===== src/rtl/rtcp_pkg.sv =====
package rtcp_pkg;
    localparam int DATA_W  = 32;
    localparam int DIV_W   = 16;
    localparam int DEL_W   = 10;
    localparam int IVL_W   = DATA_W - DIV_W - DEL_W;

    localparam logic [7:0] ADDR_STAT = 8'h08;
    localparam logic [7:0] ADDR_CFG  = 8'h0C;
    localparam int FLAG_BIT = 1;
    localparam int EN_BIT   = 3;

    // Field order fixes the bit positions software uses.
    typedef struct packed {
        logic [IVL_W-1:0] ivl;
        logic [DEL_W-1:0] del;
        logic [DIV_W-1:0] div;
    } cfg_t;

    // Terminal count of a shortened period, saturating at zero.
    function automatic logic [DIV_W-1:0] trimmed_limit(
        input logic [DIV_W-1:0] div, input logic [DEL_W-1:0] del);
        logic [DIV_W-1:0] d_ext;
        d_ext = DIV_W'(del);
        if (d_ext >= div) return '0;
        return div - d_ext;
    endfunction
endpackage


===== src/rtl/rtcp_divider.sv =====
module rtcp_divider
    import rtcp_pkg::*;
#(
    parameter bit TRIM_EN = 1'b1
) (
    input  logic clk,
    input  logic rst,
    input  cfg_t cfg,
    input  logic restart,
    output logic tick
);
    logic [DIV_W-1:0] cnt;
    logic [IVL_W-1:0] icnt;
    logic             running;
    logic             short_per;
    logic [DIV_W-1:0] limit;

    assign running = (cfg != '0);

    generate
        if (TRIM_EN) begin : g_trim
            assign short_per = (cfg.ivl != '0) && (icnt == cfg.ivl - IVL_W'(1));
            assign limit     = short_per ? trimmed_limit(cfg.div, cfg.del) : cfg.div;
        end else begin : g_notrim
            assign short_per = 1'b0;
            assign limit     = cfg.div;
        end
    endgenerate

    assign tick = running && (cnt == limit);

    always_ff @(posedge clk) begin
        if (rst || restart) begin
            cnt  <= '0;
            icnt <= '0;
        end else if (running) begin
            if (tick) begin
                cnt <= '0;
                if (cfg.ivl == '0 || short_per) icnt <= '0;
                else                            icnt <= icnt + IVL_W'(1);
            end else begin
                cnt <= cnt + DIV_W'(1);
            end
        end
    end

    // the count never passes the programmed divider
    a_r3_cnt_bound: assert property (@(posedge clk) disable iff (rst)
        running |-> cnt <= cfg.div);

    // the interval count stays inside the interval
    a_r4_ivl_bound: assert property (@(posedge clk) disable iff (rst)
        (cfg.ivl != '0) |-> icnt < cfg.ivl);
endmodule


===== src/rtl/rtcp_regs.sv =====
module rtcp_regs
    import rtcp_pkg::*;
#(
    parameter int ADDR_W = 8
) (
    input  logic              clk,
    input  logic              rst,
    input  logic              bus_sel,
    input  logic              bus_wr,
    input  logic [ADDR_W-1:0] bus_addr,
    input  logic [DATA_W-1:0] bus_wdata,
    output logic [DATA_W-1:0] bus_rdata,
    input  logic              tick,
    output cfg_t              cfg,
    output logic              restart,
    output logic              flag,
    output logic              en
);
    logic tick_q;
    logic rise;
    logic wr_stat;
    logic clr;

    assign restart = bus_sel && bus_wr && (bus_addr == ADDR_W'(ADDR_CFG));
    assign wr_stat = bus_sel && bus_wr && (bus_addr == ADDR_W'(ADDR_STAT));
    assign clr     = wr_stat && bus_wdata[FLAG_BIT];
    assign rise    = tick && !tick_q;

    always_ff @(posedge clk) begin
        if (rst) begin
            cfg    <= '0;
            en     <= 1'b0;
            flag   <= 1'b0;
            tick_q <= 1'b0;
        end else begin
            tick_q <= tick;
            if (restart) cfg <= cfg_t'(bus_wdata);
            if (wr_stat) en  <= bus_wdata[EN_BIT];
            flag <= rise | (flag & ~clr);
        end
    end

    always_comb begin
        bus_rdata = '0;
        if (bus_sel && !bus_wr) begin
            if (bus_addr == ADDR_W'(ADDR_CFG)) begin
                bus_rdata = DATA_W'(cfg);
            end else if (bus_addr == ADDR_W'(ADDR_STAT)) begin
                bus_rdata[FLAG_BIT] = flag;
                bus_rdata[EN_BIT]   = en;
            end
        end
    end

    // the flag holds unless a clear is written
    a_r9_sticky: assert property (@(posedge clk) disable iff (rst)
        flag && !clr |=> flag);

    // a clear with no new edge empties the flag
    a_r9_clear: assert property (@(posedge clk) disable iff (rst)
        clr && !rise |=> !flag);
endmodule


===== src/rtl/rtc_prescaler.sv =====
module rtc_prescaler
    import rtcp_pkg::*;
#(
    parameter int ADDR_W  = 8,
    parameter bit TRIM_EN = 1'b1
) (
    input  logic              clk,
    input  logic              rst,
    input  logic              bus_sel,
    input  logic              bus_wr,
    input  logic [ADDR_W-1:0] bus_addr,
    input  logic [DATA_W-1:0] bus_wdata,
    output logic [DATA_W-1:0] bus_rdata,
    output logic              tick_1hz,
    output logic              irq_1hz
);
    cfg_t cfg;
    logic restart;
    logic flag;
    logic en;

    rtcp_regs #(.ADDR_W(ADDR_W)) u_regs (
        .clk       (clk),
        .rst       (rst),
        .bus_sel   (bus_sel),
        .bus_wr    (bus_wr),
        .bus_addr  (bus_addr),
        .bus_wdata (bus_wdata),
        .bus_rdata (bus_rdata),
        .tick      (tick_1hz),
        .cfg       (cfg),
        .restart   (restart),
        .flag      (flag),
        .en        (en)
    );

    rtcp_divider #(.TRIM_EN(TRIM_EN)) u_div (
        .clk     (clk),
        .rst     (rst),
        .cfg     (cfg),
        .restart (restart),
        .tick    (tick_1hz)
    );

    assign irq_1hz = flag & en;

    // an uninitialized prescaler produces no tick
    a_r2_halt: assert property (@(posedge clk) disable iff (rst)
        (cfg == '0) |-> !tick_1hz);

    // a rising tick leaves the flag set
    a_r8_flag_set: assert property (@(posedge clk) disable iff (rst)
        $rose(tick_1hz) |=> flag);

    // no interrupt without the enable
    a_r10_irq_en: assert property (@(posedge clk) disable iff (rst)
        irq_1hz |-> en);
endmodule


===== config.mk =====
export PLATFORM = sky130hd
export DESIGN_NAME = rtc_prescaler
export DESIGN_NICKNAME = d
export VERILOG_FILES = /design/src/rtl/rtcp_pkg.sv /design/src/rtl/rtcp_divider.sv /design/src/rtl/rtcp_regs.sv /design/src/rtl/rtc_prescaler.sv
export SDC_FILE = /design/constraint.sdc
export NUM_CORES = 1
export LEC_CHECK = 0
export ABC_AREA = 1
export BUFFER_PORTS_ARGS = -buffer_cell sky130_fd_sc_hd__buf_2
export CORE_ASPECT_RATIO = 0.9
export CORE_UTILIZATION = 37
export CTS_BUF_LIST = sky130_fd_sc_hd__clkbuf_8 sky130_fd_sc_hd__clkbuf_16
export DETAILED_ROUTE_END_ITERATION = 16
export SYNTH_ARGS = -nofsm -noshare
export SYNTH_HDL_FRONTEND = slang
export SYNTH_SLANG_ARGS = --single-unit

===== constraint.sdc =====
create_clock -name clk -period 2.82 [get_ports clk]
set_clock_uncertainty 0.05 [all_clocks]
set_input_delay 0.423 -clock clk [delete_from_list [all_inputs] [get_ports clk]]
set_output_delay 0.423 -clock clk [all_outputs]
set_load 0.005 [all_outputs]

==> results of run 1 <==
[final cells by class]
class	instances	area, sq um
clock buffer	10	239
clock inverter	5	56.3
fill	1190	5340
inverter	118	445
multi-input combinational	572	3060
sequential	57	1150
tap	156	195
timing repair buffer	161	1090
[power breakdown]
part           internal (mW)  leakage [nW]  switching, mW  total (mW)
clock network          0.700         0.144          0.401        1.10
logic                 0.0602          2.50         0.0855       0.146
registers              0.809         0.462        0.00281       0.812
[per-layer routing]
| layer | vias up | wire length, um |
|---|---|---|
| met4 | 0 | 272 |
| met2 | 188 | 6380 |
| met3 | 25 | 1000 |
| met1 | 2356 | 7500 |
| met5 | - | 0 |
| li1 | 2759 | - |
[worst max-delay path: cells and delay by family, from the launching register on]
| family | cells | cell delay (ns) |
|---|---|---|
| fa+ha+maj | 2 | 0.51 |
| flops | 1 | 0.34 |
| simple gates | 15 | 1.25 |
| buf+inv | 4 | 0.28 |
[what timing repair did]
action | CTS | global route
hold buffers | 0 | 0
resized for setup | 28 | 61
cloned | 2 | 0
pin swaps | 20 | 30
buffers inserted | 3 | 8
endpoints found under the setup margin | 23 | 25
[worst max-delay path by stage]
stage / from / end / slack, ns / depth (start not counted)
after floorplan: u_regs.cfg[0] / tick_1hz / 0.009 / 21
after global placement: u_regs.cfg[0] / tick_1hz / -0.15 / 21
after detailed placement: u_regs.cfg[0] / tick_1hz / -0.24 / 21
after CTS: u_regs.cfg[0] / tick_1hz / -0.45 / 21
after global routing: u_regs.cfg[0] / tick_1hz / -0.56 / 21
final: u_regs.cfg[0] / tick_1hz / -0.38 / 21
[Yosys cell counts (6+ instances only)]
cell,instances
nand2_1,238
inv_1,114
nor2_1,65
nand3_1,63
dfxtp_1,57
a21oi_1,48
nor3_1,39
o21ai_0,38
clkbuf_1,16
nand4_1,15
ha_1,14
xor2_1,13
nor2_2,7
nor4_1,7
nand3b_1,6
[logic make-up (layout without fill, tap and decap cells)]
family          count (synthesis)  in the layout
xor+xnor                       16             16
flops                          57             57
compound gates                 88             88
simple gates                  451            453
fa+ha+maj                      15             15
buf+inv                       138            294
[flip-flops by register name, summed over array words and instances, names as in the netlist]
name,cells
u_regs.tick_q,1
u_regs.flag,1
u_div.icnt,6
u_regs.cfg,32
u_div.cnt,16
u_regs.en,1
[metrics by stage]
stage | hold WS [ns] | power, mW | cell area [sq um]
after floorplan | 0.387 | 0.894 | 4460
after global placement | 0.405 | 0.955 | 5530
after detailed placement | 0.413 | 0.955 | 5530
after CTS | 0.235 | 2.07 | 5970
after global routing | 0.273 | 2.13 | 6240
final | 0.258 | 2.06 | 6240
==> out/results.tsv, run 1 <==
stage	metric	value	unit
cts	cts_inserted_buffers	9	
cts	clock-sinks	57	
yosys	ys_seq_elements	57	
yosys	netlist_area	0.00445	sq mm
worst_setup_path	crit_arrival	2.72	ns
yosys	syn_avg_cell_area	5.82	sq um
power_and_ir_drop	power.leakage	3.11	nW
status	violations	negative setup slack	
die	rows	37	
yosys	synthesis.nets	824	
global_route	grt_use_met2	0.382	
route	first_iter_violations	318	
cts	cts_tree	done	
cells_and_area	drive_gt1_frac	0.288	
sta	hold_viol	0	
worst_setup_path	r2r_cells	25	
die	dieHeight	106	um
yosys	yosys_warnings	0	
yosys	synth_compound_area_frac	0.100	
route	viasPerCell	4.94	
die	core_region_area	0.0116	sq mm
yosys	synth_top_area_frac	0.256	
cts	path_clk_slew	0.06	ns
yosys	synth_cell_types	31	
worst_setup_path	cp_slowest_stage_delay	0.36	ns
route	vias	5328	
placed_design	gp_congestion	0.893	
cells_and_area	final_nets	978	
worst_setup_path	start_kind	flip-flop	
cts	worstSkewPairLatency	0.34	ns
hold_path	hp-class	in -> reg	
cells_and_area	postLayoutCoreUtil	0.539	
hold_path	hold_path_end	u_regs.tick_q	
worst_setup_path	criticalPathCategory	reg -> out	
cts	root_buffer	clkbuf_16	
yosys	synth_edf_count	0	
route	dr.pass1.iters	5	
worst_setup_path	r2r-start	u_regs.cfg[0]	
route	ant_nets	0	
yosys	muxShareOfSynthArea	0	
die	die-area	0.0125	sq mm
sta	max_freq	313	MHz
cells_and_area	final_common_cell	nand2_1	
global_route	met3_usage	0.0483	
worst_setup_path	worstPathRequired	2.35	ns
yosys	synth_top_family_by_area	simple AND/OR/NAND/NOR gates	
power_and_ir_drop	power-per-cell-area	330	mW/mm^2
route	drt_wl_total	15.1	mm
yosys	ys.flop_type	dfxtp_1	
sta	grt_setup_unrepaired	true	
cells_and_area	antennaDiodeCount	0	
worst_setup_path	crit_top_cell	nand2_1	
worst_setup_path	cp_slowest_cell	fa_2	
global_route	grt_pass1_wl	24.7	mm
cts	clk_path_buf_depth	2	
die	initial_core_util	0.385	
yosys	synth-xor-area-share	0.0315	
flow_run	drv_cap	0	
placed_design	port_buffers	77	
worst_setup_path	worstPathCellList	inv_2 > ha_4 > fa_2 > inv_2 > nand3_2 > nand2_2 > nand2_2 > nand3_2 > nand2_4 > nand2_4 > nand2_1 > nand2_1 > nand2_1 > nand2_2 > nand2_1 > nor2_2 > nand2_1 > nor2_2 > nand3_4 > inv_2 > buf_6	
global_route	antenna_found_initial	0	
hold_path	hold_path_depth	2	
worst_setup_path	cp_max_fo	7	
placed_design	placedCellCount	1051	
worst_setup_path	worstSetupEndpointType	output port	
yosys	ys_seq_area_frac	0.256	
cells_and_area	stdcell_count	1079	
status	status	complete, but fails checks	
sta	setup_slack	-0.377	ns
cells_and_area	area_growth	40.0	%
global_route	grt_use_total	0.248	
yosys	synth_area_leaders	dfxtp_1 (26%), nand2_1 (20%), inv_1 (9.6%)	
die	die_w	118	um
yosys	yosys.area_share.simple	0.447	
route	wl_per_cell	14.0	um
sta	worst_slew_pin_slew	0.851	ns
global_route	grt_max_degree	38	
worst_setup_path	r2r_setup_slack	-0.21	ns
sta	max_slew_margin	0.432	
placed_design	place_ws	-0.242	ns
global_route	grt.busiest_layer	met2	
sta	fin_tns_setup	-3.19	ns
power_and_ir_drop	ir_drop	0.263	mV
global_route	grt_pass1_vias	4922	
yosys	synthCells	765	
worst_setup_path	r2r-end	u_div.icnt[3]	
yosys	yosys.area.top_type	dfxtp_1	
die	pin_count	78	
placed_design	hpwl	11.6	mm
yosys	synth_adder_area_share	0.0438	
sta	finalCritPeriodShare	1.13	
sta	min_period	3.20	ns
yosys	async_flop_share	0	
hold_path	min-delay-start	rst	
cells_and_area	mostFrequentLayoutCells	nand2_1 (214), inv_1 (103), buf_2 (76)	
cts	htree_levels	3	
global_route	grt_remaining_overflow	0	
sta	setup_violations	22	
sta	slew_viol_final	0	
global_route	use_met1	0.347	
route	drc	0	
Power figures use the tool's default switching activity.
==> run 2: changes to the inputs <==
Settings changed: CORE_MARGIN set to 2, CORE_UTILIZATION 37 to 52, PLACE_DENSITY set to 0.78.
==> out/results.tsv, run 2 (synthesized netlist as in run 1, its figures left out) <==
stage	metric	value	unit
flow_run	drv_cap	0	
hold_path	hp-class	in -> reg	
cells_and_area	final_nets	983	
die	rows	32	
route	viasPerCell	5.47	
worst_setup_path	r2r_cells	22	
cts	cts_tree	done	
global_route	grt_pass1_vias	5242	
worst_setup_path	worstSetupEndpointType	output port	
placed_design	port_buffers	77	
cells_and_area	final_common_cell	nand2_1	
sta	finalCritPeriodShare	1.19	
die	pin_count	78	
cells_and_area	largest_reg_flops	32	
sta	max_freq	298	MHz
placed_design	gp_congestion	1.01	
worst_setup_path	criticalPathCategory	reg -> out	
placed_design	hpwl	11.8	mm
global_route	grt_pass1_wl	24.9	mm
route	vias	5731	
worst_setup_path	start_kind	flip-flop	
cts	clk_path_buf_depth	2	
sta	worst_slew_pin_slew	0.848	ns
cts	clock-sinks	57	
sta	setup_violations	25	
route	ant_nets	0	
cells_and_area	drive_gt1_frac	0.301	
cells_and_area	stdcell_count	1047	
sta	max_slew_margin	0.434	
die	dieHeight	91.8	um
global_route	grt_max_degree	63	
global_route	antenna_found_initial	0	
power_and_ir_drop	ir_drop	0.225	mV
cts	cts_inserted_buffers	9	
sta	slew_viol_final	0	
route	wl_per_cell	15.6	um
cts	htree_levels	3	
global_route	grt_use_total	0.337	
cts	worstSkewPairLatency	0.34	ns
global_route	grt_remaining_overflow	0	
cells_and_area	fillerInstances	701	
cts	root_buffer	clkbuf_8	
route	drt_wl_total	16.3	mm
status	violations	negative setup slack	
hold_path	hold_path_depth	3	
power_and_ir_drop	power.leakage	3.07	nW
sta	min_period	3.35	ns
sta	grt_setup_unrepaired	true	
power_and_ir_drop	power-per-cell-area	273	mW/mm^2
route	dr.pass1.iters	5	
sta	setup_slack	-0.534	ns
cts	path_clk_slew	0.08	ns
die	die-area	0.00932	sq mm
placed_design	placedCellCount	1009	
worst_setup_path	cp_max_fo	5	
cells_and_area	design_area	0.00623	sq mm
route	drc	0	
die	core_region_area	0.00845	sq mm
cells_and_area	largest_registers	u_regs.cfg: 32 flops, u_div.cnt: 16 flops, u_div.icnt: 6 flops	
worst_setup_path	worstPathRequired	2.35	ns
cells_and_area	antennaDiodeCount	0	
worst_setup_path	crit_arrival	2.88	ns
sta	hold_viol	0	
die	initial_core_util	0.527	
die	die_w	102	um
cells_and_area	mostFrequentLayoutCells	nand2_1 (209), inv_1 (108), buf_4 (81)	
cells_and_area	area_growth	40.0	%
status	status	complete, but fails checks	
route	first_iter_violations	489	
cells_and_area	top_register	u_regs.cfg	
placed_design	dpl_cell_area	0.00543	sq mm
-- run 2: cell types whose count changed in the layout (fill, tap and decap cells not counted), sizes merged --
| cell | previous run | this run |
|---|---|---|
| inv | 117 | 118 |
| nand2 | 242 | 241 |
| clkinv | 4 | 2 |
| clkbuf | 10 | 11 |
| clkinvlp | 1 | 3 |
| buf | 161 | 165 |
-- run 2: path summary, 6_finish.rpt --
path                    endpoint  slack, ns            from
hold reg to reg        u_regs.en       0.45       u_regs.en
setup reg to reg     u_regs.flag      -0.47  u_regs.cfg[27]
hold / removal    u_regs.cfg[22]       0.31   bus_wdata[22]
setup / recovery        tick_1hz      -0.53  u_regs.cfg[27]
-- run 2: final cells by class --
class                   count  area, sq um  share of cell area
well taps                 119          149              0.0239
clock buffers               9          124              0.0199
repair buffers            167         1170               0.188
inverters                 118          448              0.0718
flip-flops and latches     57         1150               0.184
clock inverters             6         61.3             0.00983
multi-input cells         571         3140               0.503
-- run 2: critical path, cell delays in order (launching register included) --
cell       delay (ns)
dfxtp_2          0.35
inv_4            0.05
ha_4             0.27
xor2_2           0.16
nand3_2          0.12
nor2_4           0.16
nand3_4          0.10
nor2_4           0.29
clkbuf_16        0.22
nand2_2          0.06
nand3_1          0.07
nand2_1          0.08
nor2_1           0.09
nand2_1          0.10
nor2_4           0.12
nand3_4          0.10
inv_2            0.08
buf_6            0.09
-- run 2: stage by stage --
step | setup TNS [ns] | hold slack [ns] | setup slack, ns | utilization | power [mW]
floorplan | 0 | 0.387 | 0.00899 | - | 0.894
global placement | -1.04 | 0.400 | -0.147 | 0.643 | 0.946
detailed placement | -2.88 | 0.434 | -0.229 | 0.643 | 0.950
CTS | -2.24 | 0.310 | -0.425 | 0.696 | 1.69
global route | -7.70 | 0.325 | -0.665 | 0.738 | 1.75
finish | -4.60 | 0.312 | -0.534 | 0.738 | 1.70
-- run 2: repair_timing --
item / in CTS / in global routing
pin swaps: 21 / 38
endpoints found under the setup margin: 23 / 25
gates cloned: 2 / 3
resized for setup: 32 / 62
hold buffers: 0 / 0
setup buffers: 14 / 5
-- run 2: metal layers --
metal / GRT usage / share of wire
met5: 0 / 0
met4: 0.126 / 0.026
met3: 0.0480 / 0.10
met2: 0.538 / 0.46
met1: 0.459 / 0.41
-- run 2: power breakdown --
part           leakage, nW  internal (mW)  switching (mW)
Clock               0.0885          0.398           0.354
Sequential           0.461          0.807         0.00355
Combinational         2.52         0.0545          0.0850
Total                 3.07           1.26           0.442
